File: config.mk
export PLATFORM = sky130hd
export DESIGN_NAME = sg_ring_walker
export DESIGN_NICKNAME = d
export VERILOG_FILES = /design/src/rtl/sgw_pkg.sv /design/src/rtl/sgw_run_ctl.sv /design/src/rtl/sgw_poll_timer.sv /design/src/rtl/sgw_desc_latch.sv /design/src/rtl/sg_ring_walker.sv
export SDC_FILE = /design/constraint.sdc
export NUM_CORES = 1
export LEC_CHECK = 0
export BUFFER_PORTS_ARGS = -buffer_cell sky130_fd_sc_hd__buf_2
export CORE_MARGIN = 2
export CORE_UTILIZATION = 48
export DETAILED_ROUTE_END_ITERATION = 12
export PLACE_DENSITY = 0.76
export SLEW_MARGIN = 10
export SYNTH_ARGS = -nofsm -noshare
export SYNTH_HDL_FRONTEND = slang
export SYNTH_SLANG_ARGS = --single-unit
File: constraint.sdc
create_clock -name clk -period 3.31 [get_ports clk]
set_input_delay 0.662 -clock clk [delete_from_list [all_inputs] [get_ports clk]]
set_output_delay 0.662 -clock clk [all_outputs]
set_load 0.05 [all_outputs]
File: src/rtl/sgw_pkg.sv
package sgw_pkg;

  typedef enum logic [3:0] {
    ST_IDLE,
    ST_F_PCI,
    ST_F_LOC,
    ST_F_SIZE,
    ST_F_NEXT,
    ST_CHECK,
    ST_XFER,
    ST_NEXT,
    ST_POLL,
    ST_DONE
  } walk_st_e;

  typedef struct packed {
    logic [31:0] pci;
    logic [31:0] loc;
    logic [31:0] size;
    logic [31:0] link;
  } desc_t;

  // byte address of word idx inside the descriptor at base
  function automatic logic [31:0] word_addr(input logic [31:0] base, input logic [1:0] idx);
    return base + {28'd0, idx, 2'b00};
  endfunction

  function automatic logic desc_owned(input logic [31:0] size);
    return size[31];
  endfunction

  function automatic logic link_last(input logic [31:0] link);
    return link[1];
  endfunction

  function automatic logic link_dir(input logic [31:0] link);
    return link[3];
  endfunction

  function automatic logic [31:0] link_ptr(input logic [31:0] link);
    return {link[31:4], 4'b0000};
  endfunction

endpackage

File: src/rtl/sgw_run_ctl.sv
module sgw_run_ctl (
  input  logic clk,
  input  logic rst_n,
  input  logic start_wr,
  input  logic start_val,
  input  logic chain_end,
  input  logic halt,
  output logic start_set,
  output logic pause,
  output logic run,
  output logic done
);
  assign start_set = start_wr & start_val;
  assign pause     = start_wr & ~start_val & run;

  always_ff @(posedge clk or negedge rst_n) begin
    if (!rst_n) begin
      run  <= 1'b0;
      done <= 1'b0;
    end else if (start_set) begin
      run  <= 1'b1;
      done <= 1'b0;
    end else if (pause || chain_end) begin
      run  <= 1'b0;
      done <= 1'b1;
    end else if (halt) begin
      run  <= 1'b0;
    end
  end
endmodule

File: src/rtl/sgw_poll_timer.sv
module sgw_poll_timer #(
  parameter int W = 8
) (
  input  logic         clk,
  input  logic         rst_n,
  input  logic         load,
  input  logic [W-1:0] dly,
  output logic         expired
);
  logic [W-1:0] cnt_q;
  logic         armed_q;

  assign expired = armed_q && (cnt_q == '0);

  always_ff @(posedge clk or negedge rst_n) begin
    if (!rst_n) begin
      cnt_q   <= '0;
      armed_q <= 1'b0;
    end else if (load) begin
      cnt_q   <= dly;
      armed_q <= 1'b1;
    end else if (armed_q) begin
      if (cnt_q == '0) armed_q <= 1'b0;
      else             cnt_q   <= cnt_q - 1'b1;
    end
  end
endmodule

File: src/rtl/sgw_desc_latch.sv
module sgw_desc_latch
  import sgw_pkg::*;
(
  input  logic        clk,
  input  logic        rst_n,
  input  logic        cap,
  input  logic [1:0]  idx,
  input  logic [31:0] word,
  output desc_t       desc
);
  always_ff @(posedge clk or negedge rst_n) begin
    if (!rst_n) begin
      desc <= '0;
    end else if (cap) begin
      case (idx)
        2'd0:    desc.pci  <= word;
        2'd1:    desc.loc  <= word;
        2'd2:    desc.size <= word;
        default: desc.link <= word;
      endcase
    end
  end
endmodule

File: src/rtl/sg_ring_walker.sv
module sg_ring_walker
  import sgw_pkg::*;
#(
  parameter int LEN_W  = 23,
  parameter int POLL_W = 8
) (
  input  logic              clk,
  input  logic              rst_n,
  input  logic              cfg_valid_mode,
  input  logic              cfg_stop_invalid,
  input  logic              cfg_eot_link,
  input  logic [POLL_W-1:0] cfg_poll_dly,
  input  logic [31:0]       cfg_first_ptr,
  input  logic              ctl_start_wr,
  input  logic              ctl_start_val,
  output logic              sts_run,
  output logic              sts_done,
  output logic              mem_req,
  output logic [31:0]       mem_addr,
  input  logic              mem_ack,
  input  logic [31:0]       mem_rdata,
  output logic              mv_start,
  output logic [31:0]       mv_pci_addr,
  output logic [31:0]       mv_loc_addr,
  output logic [LEN_W-1:0]  mv_len,
  output logic              mv_dir,
  input  logic              mv_done,
  input  logic              eot_i
);
  walk_st_e    st_q, st_d;
  logic [31:0] ptr_q;
  logic        mv_start_q;
  desc_t       desc;
  logic        start_set, pause;
  logic        fetching;
  logic [1:0]  fidx;
  logic        poll_exp;
  logic        d_gate, d_zero, d_last;

  // named events, also seen by the checker
  logic ev_launch, ev_skip, ev_poll, ev_halt, ev_chain_end, xfer_busy;

  wire unused_desc_bits = ^{desc.size[30:LEN_W], desc.link[2], desc.link[0]};

  sgw_run_ctl u_run (
    .clk       (clk),
    .rst_n     (rst_n),
    .start_wr  (ctl_start_wr),
    .start_val (ctl_start_val),
    .chain_end (ev_chain_end),
    .halt      (ev_halt),
    .start_set (start_set),
    .pause     (pause),
    .run       (sts_run),
    .done      (sts_done)
  );

  sgw_poll_timer #(.W(POLL_W)) u_poll (
    .clk     (clk),
    .rst_n   (rst_n),
    .load    (ev_poll),
    .dly     (cfg_poll_dly),
    .expired (poll_exp)
  );

  sgw_desc_latch u_latch (
    .clk   (clk),
    .rst_n (rst_n),
    .cap   (fetching && mem_ack),
    .idx   (fidx),
    .word  (mem_rdata),
    .desc  (desc)
  );

  always_comb begin
    fetching = 1'b1;
    fidx     = 2'd0;
    case (st_q)
      ST_F_PCI:  fidx = 2'd0;
      ST_F_LOC:  fidx = 2'd1;
      ST_F_SIZE: fidx = 2'd2;
      ST_F_NEXT: fidx = 2'd3;
      default:   fetching = 1'b0;
    endcase
  end

  assign mem_req  = fetching;
  assign mem_addr = word_addr(ptr_q, fidx);

  assign d_gate       = cfg_valid_mode && !desc_owned(desc.size);
  assign d_zero       = (desc.size[LEN_W-1:0] == '0);
  assign d_last       = link_last(desc.link);
  assign ev_chain_end = (st_q == ST_DONE);
  assign xfer_busy    = (st_q == ST_XFER);

  always_comb begin
    st_d      = st_q;
    ev_launch = 1'b0;
    ev_skip   = 1'b0;
    ev_poll   = 1'b0;
    ev_halt   = 1'b0;
    if (start_set) begin
      st_d = ST_F_PCI;
    end else if (pause) begin
      st_d = ST_IDLE;
    end else begin
      case (st_q)
        ST_IDLE:   st_d = ST_IDLE;
        ST_F_PCI:  if (mem_ack) st_d = ST_F_LOC;
        ST_F_LOC:  if (mem_ack) st_d = ST_F_SIZE;
        ST_F_SIZE: if (mem_ack) st_d = ST_F_NEXT;
        ST_F_NEXT: if (mem_ack) st_d = ST_CHECK;
        ST_CHECK: begin
          if (d_gate) begin
            if (cfg_stop_invalid) begin
              ev_halt = 1'b1;
              st_d    = ST_IDLE;
            end else begin
              ev_poll = 1'b1;
              st_d    = ST_POLL;
            end
          end else if (d_zero) begin
            ev_skip = !d_last;
            st_d    = d_last ? ST_DONE : ST_NEXT;
          end else begin
            ev_launch = 1'b1;
            st_d      = ST_XFER;
          end
        end
        ST_XFER: begin
          // end-of-transfer outranks a completion in the same cycle
          if (eot_i) begin
            st_d = (cfg_eot_link && !d_last) ? ST_NEXT : ST_DONE;
          end else if (mv_done) begin
            st_d = d_last ? ST_DONE : ST_NEXT;
          end
        end
        ST_NEXT:  st_d = ST_F_PCI;
        ST_POLL:  if (poll_exp) st_d = ST_F_PCI;
        ST_DONE:  st_d = ST_IDLE;
        default:  st_d = ST_IDLE;
      endcase
    end
  end

  always_ff @(posedge clk or negedge rst_n) begin
    if (!rst_n) begin
      st_q       <= ST_IDLE;
      ptr_q      <= '0;
      mv_start_q <= 1'b0;
    end else begin
      st_q       <= st_d;
      mv_start_q <= ev_launch;
      if (start_set) begin
        ptr_q <= cfg_first_ptr;
      end else if (st_q == ST_NEXT && !pause) begin
        ptr_q <= link_ptr(desc.link);
      end
    end
  end

  assign mv_start    = mv_start_q;
  assign mv_pci_addr = desc.pci;
  assign mv_loc_addr = desc.loc;
  assign mv_len      = desc.size[LEN_W-1:0];
  assign mv_dir      = link_dir(desc.link);

endmodule

Yosys cells after proc, flatten, opt, wreduce, memory -nomap -nowiden. Index checks and enable logic that the tools add are counted. Widths: inputs -> output; s select.

Register bits after elaboration: 176. Latch bits: 0. Bits in writable memories: 0. Memory bits (read-only): 0. Output and inout bits: 124. Word-level logic and storage cells: 105. Memories: 0.

$add $sub $neg: 2. Multipliers: 0. Div/mod/pow operators: 0. $lt $le $gt $ge: 0. Equality and inequality tests: 18. Shifts and indexed selects: 0. Muxes and demuxes: 45. Bitwise gates (word level): 5. Reductions and logical operators: 24.

Operators by type and width (number): $mux 32 (2); $mux 4 (14); $add 32x4->32 (1); $pmux 4 s8 (1); $mux 1 (24); $mux 8 (3); $logic_not 23->1 (1); $ne 4x4->1 const B (5); $eq 4x3->1 const B (4); $reduce_and 2->1 (5); $eq 4x2->1 const B (2); $eq 4x4->1 const B (2); $logic_not 8->1 (1); $sub 8x1->8 const B (1); $pmux 2 s3 (1); $reduce_and 6->1 (1); $reduce_bool 2->1 (3); $logic_and 1x1->1 (5); $ne 5x5->1 const B (1); $eq 4x1->1 const B (1); $reduce_or 4->1 (1); $and 1x1->1 (3); $logic_not 1->1 (3); $reduce_bool 3->1 (1); 7 further kinds (8).

Logic depth before layout (Yosys ltp). Gate-level depths: netlist of the first run.

Depth in word-level cells: 9. Gate-level depth with buffers: 11.

Modules after synthesis. Synthesis of the first run repeated with hierarchy kept, for this count alone.

Cell total of the unflattened synthesis: 627. Area, all modules: 7980.2 um^2.

By module, submodules not included: sgw_desc_latch (instances 1, cells an instance 272, area an instance 4744.6 um^2, sequential area each 3203.1 um^2); sg_ring_walker (instances 1, cells an instance 287, area an instance 2580.0 um^2, sequential area each 925.9 um^2); sgw_poll_timer (instances 1, cells an instance 59, area an instance 559.3 um^2, sequential area each 225.2 um^2); sgw_run_ctl (instances 1, cells an instance 9, area an instance 96.3 um^2, sequential area each 50.0 um^2).

Worst setup path before layout of the first run. No wires, ideal clock.

Kind: flip-flop to output port. From: register st_q[1]. To: output mem_addr[30]. Arrival time: 3248 ps. Required time: 2648 ps. Path slack: -600 ps. Stages on the path, launching flop included: 11. Cell sequence: dfrtp_1 > clkbuf_1 > xnor2_1 > nor3_1 > ha_1 > inv_1 > fa_1 > nor3_1 > nand3_2 > nor3_1 > xor2_1.

Cells in the longest elaborated chain, start to end: 3.

RTL lines: from (decl) (RTL line sg_ring_walker.sv:30) `walk_st_e st_q, st_d;`; from (signal assigned) (RTL line sg_ring_walker.sv:152) `st_q <= st_d;`; $eq 4x3->1 or $eq 4x2->1 (tied branches) (RTL line sg_ring_walker.sv:78) `case (st_q)`; $pmux 2 s3 (*) (RTL line sg_ring_walker.sv:78); $add 32x4->32 (*) (RTL line sgw_pkg.sv:25) `return base + {28'd0, idx, 2'b00};`; to (decl) (RTL line sg_ring_walker.sv:19) `output logic [31:0] mem_addr,`.

Every way passes the cells marked *; elsewhere a longest branch is shown, timed or not.

Worst setup path in the final report of the first run.
From: register st_q[2]. To: output mem_addr[24].

Same word-level chain as after synthesis.

==> results of run 1 <==
-- power breakdown --
group	total (mW)	internal, mW	switching (mW)
Combinational	4.42	1.30	3.12
Clock	2.02	1.24	0.780
Sequential	3.33	2.79	0.531
Total	9.76	5.33	4.43
-- worst register-to-register path: stages, from the launching register on --
cell                      delay [ns]
sky130_fd_sc_hd__dfrtp_1        0.44
sky130_fd_sc_hd__buf_6          0.15
sky130_fd_sc_hd__buf_4          0.13
sky130_fd_sc_hd__nor2_1         0.25
sky130_fd_sc_hd__nand3_2        0.83
sky130_fd_sc_hd__mux2_2         0.61
-- flip-flops by register name, indices dropped and copies added (netlist names) --
signal          cells
u_poll.armed_q      1
st_q                4
ptr_q              32
u_run.run           1
u_run.done          1
u_latch.desc      118
u_poll.cnt_q        8
mv_start            1
-- final timing paths --
path / endpoint / slack (ns) / cells past startpoint
max in group asynchronous: ptr_q[0] / 2.26 / 2
worst max-delay path: mem_addr[24] / -0.22 / 9
worst max register to register: u_latch.desc[87] / 0.78 / 5
min in group clk: u_poll.cnt_q[3] / 0.45 / 3
worst min register to register: ptr_q[19] / 0.49 / 2
worst min-delay path: u_latch.desc[114] / 0.19 / 1
-- synth_stat cells (2+ instances only) --
library cell,instances,area share [%]
sky130_fd_sc_hd__buf_4,90,8.3
sky130_fd_sc_hd__nor4_1,10,0.77
sky130_fd_sc_hd__mux2_2,118,16
sky130_fd_sc_hd__nor2b_1,4,0.31
sky130_fd_sc_hd__dfrtp_1,166,51
sky130_fd_sc_hd__clkbuf_1,9,0.41
sky130_fd_sc_hd__o32ai_1,2,0.21
sky130_fd_sc_hd__nor4_2,2,0.31
sky130_fd_sc_hd__nand3_1,13,0.80
sky130_fd_sc_hd__mux2i_1,28,3.4
sky130_fd_sc_hd__nand4_1,5,0.38
sky130_fd_sc_hd__nand2b_1,2,0.15
sky130_fd_sc_hd__inv_1,13,0.60
sky130_fd_sc_hd__a22o_1,6,0.64
sky130_fd_sc_hd__xor2_1,17,1.8
sky130_fd_sc_hd__nand4bb_1,2,0.28
sky130_fd_sc_hd__or4b_1,2,0.25
sky130_fd_sc_hd__and4_1,3,0.32
sky130_fd_sc_hd__ha_1,3,0.46
sky130_fd_sc_hd__nand2_1,55,2.5
sky130_fd_sc_hd__nor4b_1,2,0.21
sky130_fd_sc_hd__a21oi_1,3,0.18
sky130_fd_sc_hd__buf_2,17,1.0
sky130_fd_sc_hd__o31a_1,2,0.21
sky130_fd_sc_hd__o21ai_0,41,2.5
sky130_fd_sc_hd__xnor2_1,20,2.1
sky130_fd_sc_hd__nor3_1,15,0.92
sky130_fd_sc_hd__and2_1,2,0.15
sky130_fd_sc_hd__nor2_1,19,0.87
-- area by class of cell --
| cell class | instances | area [sq um] |
|---|---|---|
| fillers | 1331 | 6530 |
| flip-flops and latches | 166 | 4150 |
| multi-input cells | 398 | 3570 |
| repair buffers | 233 | 1410 |
| clock buffers | 22 | 474 |
| well taps | 220 | 275 |
| clock inverters | 7 | 123 |
| inverters | 13 | 48.8 |
-- layout by cell type (no fill, tap or decap), drive strengths merged, types with 3 or more instances in the layout --
| master | instances |
|---|---|
| bufinv | 3 |
| nand2 | 55 |
| xnor2 | 20 |
| o21ai | 42 |
| ha | 3 |
| mux2i | 28 |
| and4 | 3 |
| nor3 | 15 |
| a21oi | 3 |
| dfrtp | 166 |
| mux2 | 118 |
| nand3 | 14 |
| clkbuf | 23 |
| nor4 | 12 |
| xor2 | 17 |
| nor2 | 19 |
| buf | 232 |
| inv | 13 |
| or4b | 3 |
| a22o | 7 |
| nor2b | 4 |
| nand4 | 5 |
-- metal layers --
| layer | vias to the layer above | track usage (%) | part of all wire, % | wire length [microns] |
|---|---|---|---|---|
| met5 | - | 0 | 0 | 0 |
| met3 | 21 | 4.65 | 4.7 | 874 |
| met4 | 0 | 7.25 | 1.6 | 297 |
| met2 | 132 | 36.6 | 52 | 9680 |
| li1 | 2584 | - | - | - |
| met1 | 2737 | 26.7 | 42 | 7900 |
-- per-stage QoR --
stage	worst slack (ns)	std cells	total power [mW]	utilization (%)	hold WS, ns
2_1_floorplan	-0.0334	693	7.38	-	0.366
3_3_place_gp	0.0499	1017	7.58	54.4	0.470
3_5_place_dp	-0.125	1017	7.69	54.4	0.478
4_1_cts	-0.196	1052	9.81	59.5	0.202
5_1_grt	-0.337	1059	10.2	60.6	0.217
6_report	-0.218	1059	9.76	60.6	0.187
-- cell families (layout without fill, tap and decap cells) --
group	count (synthesis)	count (layout)	synth area share, %
adder cells (fa/ha/maj)	4	4	0.706
multiplexers	146	146	19.7
XOR/XNOR	37	37	3.97
buffers and inverters	129	275	10.3
flip-flops	166	166	50.9
AND/OR/NAND/NOR	145	145	9.24
AO/OA/AOI/OAI	66	66	5.06
-- repair_timing --
| action | 4_1_cts | 5_1_grt |
|---|---|---|
| pin swaps | 10 | 16 |
| gates resized for setup | 55 | 29 |
| setup endpoints to repair | 22 | 25 |
| setup buffers | 6 | 9 |
| hold buffers | 0 | 0 |
==> results.txt, run 1 <==
For this configuration, the core starts out at a cell density of 49.2%. The largest single stage delay on the critical path is 0.44 ns. Yosys mapped the design onto 51 distinct sky130hd cell types.

The critical path arrival was 2.87 ns. The number of rows created at floorplan was 47; the timing-limited maximum frequency was 283 MHz. Using the TritonRoute via totals, the vias-per-cell ratio works out to 5.17. For the global routing usage summed across all routing layers, the log shows 21.3%. The first global-routing pass estimated 29800 microns of wire. Pin count of the biggest net entering global routing: 80. The family with the most delay on the worst path is simple AND/OR/NAND/NOR gates.

Setup violations remaining at the end of the flow were counted as 22. The total overflow left after global routing is 0. The TritonCTS sink count is 166. Measured along the y axis, the die boundary spans 134 microns. Before antenna repair, the detailed router went through 4 iterations.

The total wirelength of the detailed-routed design was 18800 microns. For the top-level I/O count, the log shows 206. The most used flip-flop cell after synthesis is sky130_fd_sc_hd__dfrtp_1.

Relative max-transition margin: 33.5%. The path class of the tightest hold or removal check is in2async. The tools report the launch point of the worst path as st_q[2]. For this run, the number of Yosys warnings is 0.

For the clock tree skew after final layout, the log shows 0.0103 ns. The critical path goes through buf_6 -> nand3b_1 -> a21o_1 -> fa_2 -> nor3_4 -> nand3_4 -> nor3_4 -> xor2_4 -> buf_6. TritonCTS built the clock tree.

The post-synthesis instance area was 0.00815 sq mm. For the worst setup path, the data required time is 2.65 ns. The tools report the vias after detailed routing as 5474. The repair_antennas step left the layout with diodes totalling 0.

The sum of buffers and inverters on the critical path works out to 2. The die is 134 microns wide. The count of unresolved DRC violations after routing is 0, and the proportion of synthesized chip area in sequential cells is 50.9%. The static leakage was 4.85 nW; the post-layout instance area was 0.0101 sq mm.

The mean instance size in the synthesized netlist was 11.8 sq um; the share of post-route cells with drive strength above 1 was 52.2%. Final count of hold timing violations: 0. IR analysis of the VDD net gives a maximum drop of 0.904 mV.

The run finished, with violations left. Number of port buffers: 205. The final reports fail on setup timing.

Type of destination of the critical path: an output port. The run gives 0 as the number of pins with negative max-slew slack in the final report. The signed area change from the synthesized netlist to the final layout is 23.3%. Max-cap violations in this run came to 0.

After layout, the worst path uses 107% of the clock period. The logs give 17 for the clock buffer count from CTS and 200 for the DRC marker count from the first detailed-route iteration. Initial antenna violation count: 0. The post-layout minimum cycle time was 3.53 ns; the H-tree level count was 4. The clock reaches the later pin of the worst-skew pair after 0.42 ns.

The number of enable-type register cells in the synthesized netlist was 0. For this run, the post-layout net count is 915. The flip-flop and latch count after synthesis is 166. After legalization and detailed placement, the total HPWL measured 13200 microns. Slew of the pin with the lowest slew margin: 0.996 ns. Clock-pin slew was measured on the worst setup and hold paths at 0.07 ns.

The via count of the first global-routing pass is 5615, and the final routed wire length divided by cell count is 17.7 microns. Setup repair after global routing could not meet its margin everywhere. The count of nets left with antenna violations once routing finished came out at 0. The library cell contributing the largest single delay on the critical path was sky130_fd_sc_hd__dfrtp_1.

In this run the critical register-to-register path is launched from st_q[2]. The power per cell area works out to 971 mW/mm^2. Post-route setup TNS: -2.44 ns. The startpoint-to-endpoint class of the critical path was reg2out. The worst setup path is launched from a register. The tools report the clock root buffer as sky130_fd_sc_hd__clkbuf_16. The floorplan step defined a die boundary enclosing 0.0180 sq mm. The congestion estimate from routability-driven global placement came to 0.861.

The total nets after synthesis came out at 779. Summing all placed instances gives a cell area of 0.00901 sq mm. For this run, asynchronously set or reset flops after synthesis account for 100%. The post-synthesis cell count came out at 693.

Along the worst path, the maximum fanout reaches 8. The logs give 2 for the maximum clock insertion buffer count and -0.218 ns for the post-layout worst setup margin. For the area of the core, the log shows 0.0166 sq mm.
No activity file was read; power rests on OpenSTA's default activity.
==> run 2: changes to the inputs <==
--- a/config.mk
+++ b/config.mk
@@ -6,10 +6,12 @@
 export NUM_CORES = 1
 export LEC_CHECK = 0
 export BUFFER_PORTS_ARGS = -buffer_cell sky130_fd_sc_hd__buf_2
+export CELL_PAD_IN_SITES_DETAIL_PLACEMENT = 2
+export CELL_PAD_IN_SITES_GLOBAL_PLACEMENT = 2
 export CORE_MARGIN = 2
-export CORE_UTILIZATION = 48
+export CORE_UTILIZATION = 31
 export DETAILED_ROUTE_END_ITERATION = 12
-export PLACE_DENSITY = 0.76
+export PLACE_DENSITY_LB_ADDON = 0.1
 export SLEW_MARGIN = 10
 export SYNTH_ARGS = -nofsm -noshare
 export SYNTH_HDL_FRONTEND = slang
==> run 2 against run 1 <==
  * The flow still finishes with violations (setup timing)
  * Die area is 53% higher
  * Design area is 3.8% higher
  * Routed wire length is 24% higher
  * Clock power hardly changed
  * Critical path depth is 2 higher
  * Global-route usage is 4.0 points lower
  * Largest cell class unchanged
==> results.txt, run 2 (synthesis results as in run 1) <==
The share of post-route cells with drive strength above 1 was 54.4% (+2.2 points). The critical path is of the reg2out type. The count of unresolved DRC violations after routing was 0 (unchanged).

Critical path startpoint category: a register. The clock latency on the worst-skew pair is 0.43 ns (about the same). The tools report the static leakage as 4.96 nW (+2.3%). The H-tree level count is 4 (unchanged). The number of flip-flops under the largest register name is 118 (unchanged).

The termination of the worst setup path is mem_addr[24]. The HPWL after detailed placement is 16700 microns (+27%), and the top-level I/O count is 206 (unchanged). For the total wirelength of the detailed-routed design, the log shows 23200 microns (+24%).

The pin count of the biggest net entering global routing is 79 (-1.3%), and the detail-routed via count per cell is 4.72 (-8.7%). The most common cell after layout, fill and taps aside was sky130_fd_sc_hd__buf_2. Walking the worst path, the cells encountered are nor2_4 -> nand2_2 -> a21o_1 -> buf_6 -> fa_2 -> nor3_4 -> nand3_4 -> buf_12 -> nor3_4 -> xor2_4 -> buf_6.

The clock root buffer was sky130_fd_sc_hd__clkbuf_16. The slowest stage of the critical path is the sky130_fd_sc_hd__dfrtp_2 cell. The tools report the global routing usage summed across all routing layers as 17.3% (-4.0 points). The run gives 0.0259 sq mm (+56%) as the area of the core. The final number of setup-violating endpoints is 22 (unchanged). The tools report the final weighted congestion of routability-driven global placement as 0.758 (-12%). The checks that failed: setup timing. The destination of the worst register-to-register timing path was u_latch.desc[125]. The critical path starts at st_q[1]. The power per cell area works out to 950 mW/mm^2 (-2.2%). For the critical path arrival, the log shows 2.95 ns (+0.08 ns). The slew of the pin with the lowest slew margin is 0.693 ns (-0.304 ns), and the register clock-pin slew on the reported worst setup and hold paths is 0.08 ns (about the same). The width of the die was 166 microns (+24%). The run gives 932 (+1.9%) as the number of nets in the finished design. The tightest min-delay check is of the in2async type. The y dimension of the die came out at 166 microns (+24%). The initial core utilization was 31.5% (-18 points); the clock tree skew after final layout was 0.0152 ns (+0.00488 ns). The worst register-to-register path begins at st_q[1]. Maximum clock insertion buffer count: 2 (unchanged). Total of fill cells in the finished design: 2680 (+100%). The number of rows created at floorplan came out at 59 (+26%).

The DRC marker count from the first detailed-route iteration came out at 157 (-22%). TritonCTS built the clock tree. For the final count of hold timing violations, the log shows 0 (unchanged). Number of pins with negative max-slew slack in the final report: 0 (unchanged). The largest registers in the layout are u_latch.desc (118), ptr_q (32), u_poll.cnt_q (8). Hold buffer count at cts: 0 (unchanged).

The tools report the initial antenna violation count as 4 (+4). The die area is 0.0276 sq mm (+53%), and the cell depth of the worst flop-to-flop path is 8 (+3). Setup repair after global routing could not meet its margin everywhere. The number of routed nets with antenna violations is 0 (unchanged), and the final routed wire length divided by cell count is 19.4 microns (+9.8%). Worst endpoint required time: 2.65 ns (about the same). The tools report the clock buffer count from CTS as 17 (unchanged). STA classifies the critical path endpoint as an output port. The largest stage delay on the critical path came out at 0.45 ns (about the same).

For the via count of the first global-routing pass, the log shows 6401 (+14%). The vias after detailed routing was 5637 (+3.0%); the maximum vdd drop was 0.632 mV (-30%). The largest fanout on the critical path is 6 (-2). The total congestion overflow is 0 (unchanged). The post-layout worst setup margin is -0.301 ns (-0.0828 ns), and the first-pass iteration count of the detailed router is 4 (unchanged). The wire length of the first global-routing pass is 37400 microns (+25%). The run finished, with violations left. The final cycle utilization of the critical path is 109% (+2.5 points), and the relative max-transition margin is 53.4% (+20 points). The logs give 0 (unchanged) for the number of max-cap violations and 1140 (+12%) for the cell count after placement. The TritonCTS sink count was 166 (unchanged); the sum of internal, switching and leakage power was 9.92 mW (+1.6%). The signed area change from the synthesized netlist to the final layout is 28.0%. Leaving out fill and tap cells, the most frequent cells in the layout are 178 x sky130_fd_sc_hd__buf_2, 164 x sky130_fd_sc_hd__dfrtp_1, 118 x sky130_fd_sc_hd__mux2_2, 52 x sky130_fd_sc_hd__nand2_1, 41 x sky130_fd_sc_hd__o21ai_0.

The slack of the worst reg-to-reg path came out at 0.71 ns (-0.07 ns). Ranked by flip-flop count, first place goes to u_latch.desc. The number of port buffers is 205 (unchanged), and the post-layout minimum cycle time is 3.61 ns (+0.0828 ns). The logs give 277 MHz (-2.3%) for the timing-limited maximum frequency and -4.33 ns (-1.89 ns) for the post-route setup TNS.

Final non-filler cell total: 1195 (+13%).
[run 2: cell types whose count changed in the layout (fill, tap and decap cells not counted), moves of 3 or more]
cell / before / now
sky130_fd_sc_hd__inv_8: 0 / 6
sky130_fd_sc_hd__xnor2_1: 14 / 11
sky130_fd_sc_hd__buf_4: 30 / 40
sky130_fd_sc_hd__buf_6: 20 / 26
sky130_fd_sc_hd__inv_6: 0 / 3
sky130_fd_sc_hd__clkinv_8: 0 / 4
sky130_fd_sc_hd__bufinv_16: 3 / 0
[run 2: routing by layer]
layer  wire length [microns]  GRT usage, %  vias up
met2                   11800          29.7      123
met3                    1150          4.93       19
li1                        -             -     2622
met4                     235          3.93        6
met5                      44             0        -
met1                    9970          21.6     2867
[run 2: critical path: cells and delay by family, from the launching register on]
kind,cells,cell delay (ns)
AO/OA/AOI/OAI,1,0.23
XOR/XNOR,1,0.16
adder cells (fa/ha/maj),1,0.38
buffers and inverters,3,0.49
flip-flops,1,0.45
AND/OR/NAND/NOR,5,0.80
[run 2: stage by stage]
step | hold slack, ns | setup WS (ns) | util, % | instance area (sq um)
2_1_floorplan | 0.366 | -0.0334 | - | 8340
3_3_place_gp | 0.481 | 0.117 | 35.7 | 9250
5_1_grt | 0.280 | -0.474 | 40.3 | 10400
6_report | 0.239 | -0.301 | 40.3 | 10400
3_5_place_dp | 0.478 | 0.0546 | 35.7 | 9250
4_1_cts | 0.274 | -0.299 | 39.2 | 10200
[run 2: where the power goes]
group | switching [mW] | leakage, nW | total (mW) | internal [mW]
clock | 0.996 | 0.298 | 2.04 | 1.05
combinational | 3.19 | 2.55 | 4.54 | 1.35
sequential | 0.544 | 2.11 | 3.33 | 2.79
total | 4.73 | 4.96 | 9.92 | 5.19
[run 2: cell type report]
type	instances	area [sq um]	area share, %
clock inverter	14	168	1.61
timing repair buffer	250	1590	15.2
sequential	166	4160	39.8
tap	335	419	4.01
antenna	1	2.50	0.0240
inverter	13	48.8	0.467
multi-input combinational	398	3620	34.7
clock buffer	18	439	4.21
[run 2: what timing repair did]
item                                    4_1_cts  5_1_grt
buffers inserted                             10       15
endpoints found under the setup margin       28       26
pin swaps                                    13       19
resized for setup                            61       37
[run 2: worst min-delay path by stage]
stage	startpoint	to	slack (ns)	cells past startpoint
3_3_place_gp	ptr_q[1]	ptr_q[1]	0.48	1
6_report	rst_n	u_poll.cnt_q[4]	0.24	1
4_1_cts	rst_n	u_poll.cnt_q[4]	0.27	1
2_1_floorplan	rst_n	mv_start	0.37	0
3_5_place_dp	ptr_q[19]	ptr_q[19]	0.48	2
5_1_grt	rst_n	u_poll.cnt_q[4]	0.28	1
==> run 3: changes to the inputs <==
--- a/config.mk
+++ b/config.mk
@@ -11,6 +11,7 @@
 export CORE_MARGIN = 2
 export CORE_UTILIZATION = 31
 export DETAILED_ROUTE_END_ITERATION = 12
+export MAX_ROUTING_LAYER = met4
 export PLACE_DENSITY_LB_ADDON = 0.1
 export SLEW_MARGIN = 10
 export SYNTH_ARGS = -nofsm -noshare
==> run 3 against run 2 <==
  * The flow still finishes with violations (setup timing)
  * Count of clock-buffer cells in the layout unchanged
  * Power about the same
  * First-iteration DRC count up 13%
  * Largest cell class unchanged
==> results.txt, run 3 (synthesis results as in run 1) <==
The logs give 0 (unchanged) for the final count of hold timing violations and 22 (unchanged) for the final number of setup-violating endpoints. Detail-routed via count per cell: 4.72 (about the same). For the H-tree level count, the log shows 4 (unchanged). The power per cell area is 949 mW/mm^2 (about the same). The tools report the share of total power in combinational logic as 45.8% (about the same).

The tools report the clock buffer count from CTS as 17 (unchanged). The logs give 0 (unchanged) for the number of pins with negative max-slew slack in the final report and 16700 microns (unchanged) for the HPWL after detailed placement. The flow ran to the end, but the final reports show violations. The number of max-cap violations was 0 (unchanged); the sequential share of power was 33.6% (about the same). The tools report the critical path arrival as 2.94 ns (about the same).

TritonCTS built the clock tree. The final routed wire length divided by cell count works out to 19.4 microns (-0.37%). For the total of fill cells in the finished design, the log shows 2685 (+0.19%). The largest fanout on the critical path came out at 4 (-2).

The post-layout minimum cycle time works out to 3.60 ns (-0.00633 ns). Setup repair after global routing could not meet its margin everywhere. The slew of the pin with the lowest slew margin is 0.693 ns (+0.000498 ns), and the post-route setup TNS is -4.23 ns (+0.102 ns). For the final weighted congestion of routability-driven global placement, the log shows 0.768 (+1.3%). The library cell used most frequently in the layout, excluding fill and tap cells, is sky130_fd_sc_hd__buf_2. The area occupied by multi-input gates is 0.00362 sq mm (unchanged), and the pin count of the biggest net entering global routing is 79 (unchanged). The checks that failed: setup timing. The most frequent cell on the critical path was sky130_fd_sc_hd__buf_6. The number of nets in the finished design is 932 (unchanged), and the via count of the first global-routing pass is 6410 (+0.14%).

The die area was 0.0276 sq mm (unchanged). The clock root buffer is sky130_fd_sc_hd__clkbuf_16. The register clock-pin slew on the reported worst setup and hold paths was 0.08 ns (about the same); the total net switching power was 4.73 mW (about the same). The class of the most critical hold timing path is in2async. The y dimension of the die was 166 microns (unchanged); the relative max-transition margin was 53.4% (about the same). For the number of routed nets with antenna violations, the log shows 0 (unchanged). The first-pass iteration count of the detailed router is 4 (unchanged). The top-level I/O count is 206 (unchanged). The area of the core came out at 0.0259 sq mm (unchanged). Final cycle utilization of the critical path: 109% (-0.19 points). The switching part of the total is 47.7% (about the same). DRC marker count from the first detailed-route iteration: 178 (+13%). The number of flip-flops under the largest register name works out to 118 (unchanged). The logs give 277 MHz (+0.18%) for the timing-limited maximum frequency and 31.5% (unchanged) for the initial core utilization. Largest stage delay on the critical path: 0.45 ns (about the same).

The setup path with the least slack is of type reg2out. Width of the die: 166 microns (unchanged). The run gives 0.0155 ns (+0.000302 ns) as the clock tree skew after final layout. The run gives 0.0546 ns (unchanged) as the worst slack at placement.

The wire length of the first global-routing pass was 37300 microns (-0.17%). The internal power component came out at 5.19 mW (about the same). The signed area change from the synthesized netlist to the final layout came out at 28.1% (about the same). The maximum vdd drop was 0.632 mV (about the same); the number of rows created at floorplan was 59 (unchanged).

The run gives 17.8% (+0.55 points) as the global routing usage summed across all routing layers. The static leakage is 4.96 nW (about the same). The count of unresolved DRC violations after routing was 0 (unchanged). In the final layout, the registers with the most flip-flops are u_latch.desc (118), ptr_q (32), u_poll.cnt_q (8). The type of destination of the critical path was an output port. The vias after detailed routing came out at 5653 (+0.28%).

The total congestion overflow came out at 0 (unchanged). TritonCTS sink count: 166 (unchanged). Worst endpoint required time: 2.65 ns (about the same). The tools report the clock network power share as 20.6% (about the same).

Register with the highest flop count: u_latch.desc. The top cell types in the final layout, fill and taps aside, are 178 x sky130_fd_sc_hd__buf_2, 164 x sky130_fd_sc_hd__dfrtp_1, 118 x sky130_fd_sc_hd__mux2_2, 52 x sky130_fd_sc_hd__nand2_1, 41 x sky130_fd_sc_hd__o21ai_0. The tools report the post-layout worst setup margin as -0.295 ns (+0.00633 ns).

Share of post-route cells with drive strength above 1: 54.4% (unchanged). The signal on the critical path passes through buf_6 -> nand3b_1 -> a21o_1 -> inv_2 -> ha_4 -> a21oi_4 -> nor3b_4 -> nand3_2 -> buf_6 -> nor4_4 -> buf_4 -> xor2_2 -> buf_6. The library cell contributing the largest single delay on the critical path is sky130_fd_sc_hd__dfrtp_2. The logs give 0.43 ns (about the same) for the clock latency on the worst-skew pair and 0.00416 sq mm (unchanged) for the area used by sequential logic in the layout. The run gives 4 (unchanged) as the initial antenna violation count. The total wirelength of the detailed-routed design was 23200 microns (-0.12%). Critical path startpoint category: a register. The maximum clock insertion buffer count is 2 (unchanged), and the number of port buffers is 205 (unchanged).
==> run 3: cell count changes in the layout (fill, tap and decap cells not counted), sizes merged <==
cell,previous run,this run
diode,1,4
==> run 3: layout make-up <==
| type | count | area share, % |
|---|---|---|
| sequential | 166 | 39.8 |
| antenna | 4 | 0.0958 |
| tap | 335 | 4.01 |
| multi-input combinational | 398 | 34.7 |
| clock inverter | 14 | 1.60 |
| timing repair buffer | 250 | 15.2 |
| clock buffer | 18 | 4.20 |
| inverter | 13 | 0.467 |
==> run 3: critical path, delay by kind of cell (launching register included) <==
kind	cells	cell delay (ns)
DFF	1	0.45
and+or+nand+nor	4	0.71
adders and majority gates	1	0.27
buffers and inverters	5	0.68
xor gates and xnor gates	1	0.14
AOI/OAI and AO/OA	2	0.26
==> run 3: per-layer routing <==
| metal | track usage [%] | share of wire [%] | up-vias |
|---|---|---|---|
| met5 | - | 0 | - |
| met2 | 29.8 | 51 | 121 |
| met4 | 4.50 | 1.2 | 0 |
| met3 | 4.10 | 4.5 | 16 |
| met1 | 21.9 | 43 | 2884 |
| li1 | - | - | 2632 |
==> run 3: power groups by stage <==
stage / sequential [mW] / combinational [mW] / clock, mW
final: 3.33 / 4.54 / 2.04
after global routing: 3.47 / 4.79 / 2.20
after CTS: 3.34 / 4.56 / 2.11
after detailed placement: 3.37 / 4.46 / 0
after global placement: 3.31 / 4.39 / 0
after floorplan: 3.22 / 4.16 / 0
==> run 3: what timing repair did <==
item                                    4_1_cts  5_1_grt
setup buffers                                10       15
gates resized for setup                      61       37
pin swaps                                    13       19
gates cloned                                  0        0
hold buffers                                  0        0
endpoints found under the setup margin       28       26
==> run 3: worst paths after layout <==
kind,start,endpoint,slack (ns),cells after the start
setup reg to reg,st_q[1],u_latch.desc[125],0.72,8
setup / recovery,st_q[1],mem_addr[27],-0.29,13
max in group asynchronous,rst_n,u_latch.desc[13],2.22,2
hold reg to reg,ptr_q[19],ptr_q[19],0.49,2
min in group clk,cfg_poll_dly[2],u_poll.cnt_q[2],0.44,3
hold / removal,rst_n,u_poll.cnt_q[5],0.24,1
==> run 3: through the flow <==
stage	hold slack (ns)	power [mW]	instances	instance area (sq um)	util, %
after CTS	0.274	10.0	1181	10200	39.2
after floorplan	0.366	7.38	693	8340	-
after global routing	0.298	10.5	1198	10400	40.3
after detailed placement	0.478	7.82	1140	9250	35.7
final	0.243	9.92	1198	10400	40.3
after global placement	0.481	7.70	1140	9250	35.7
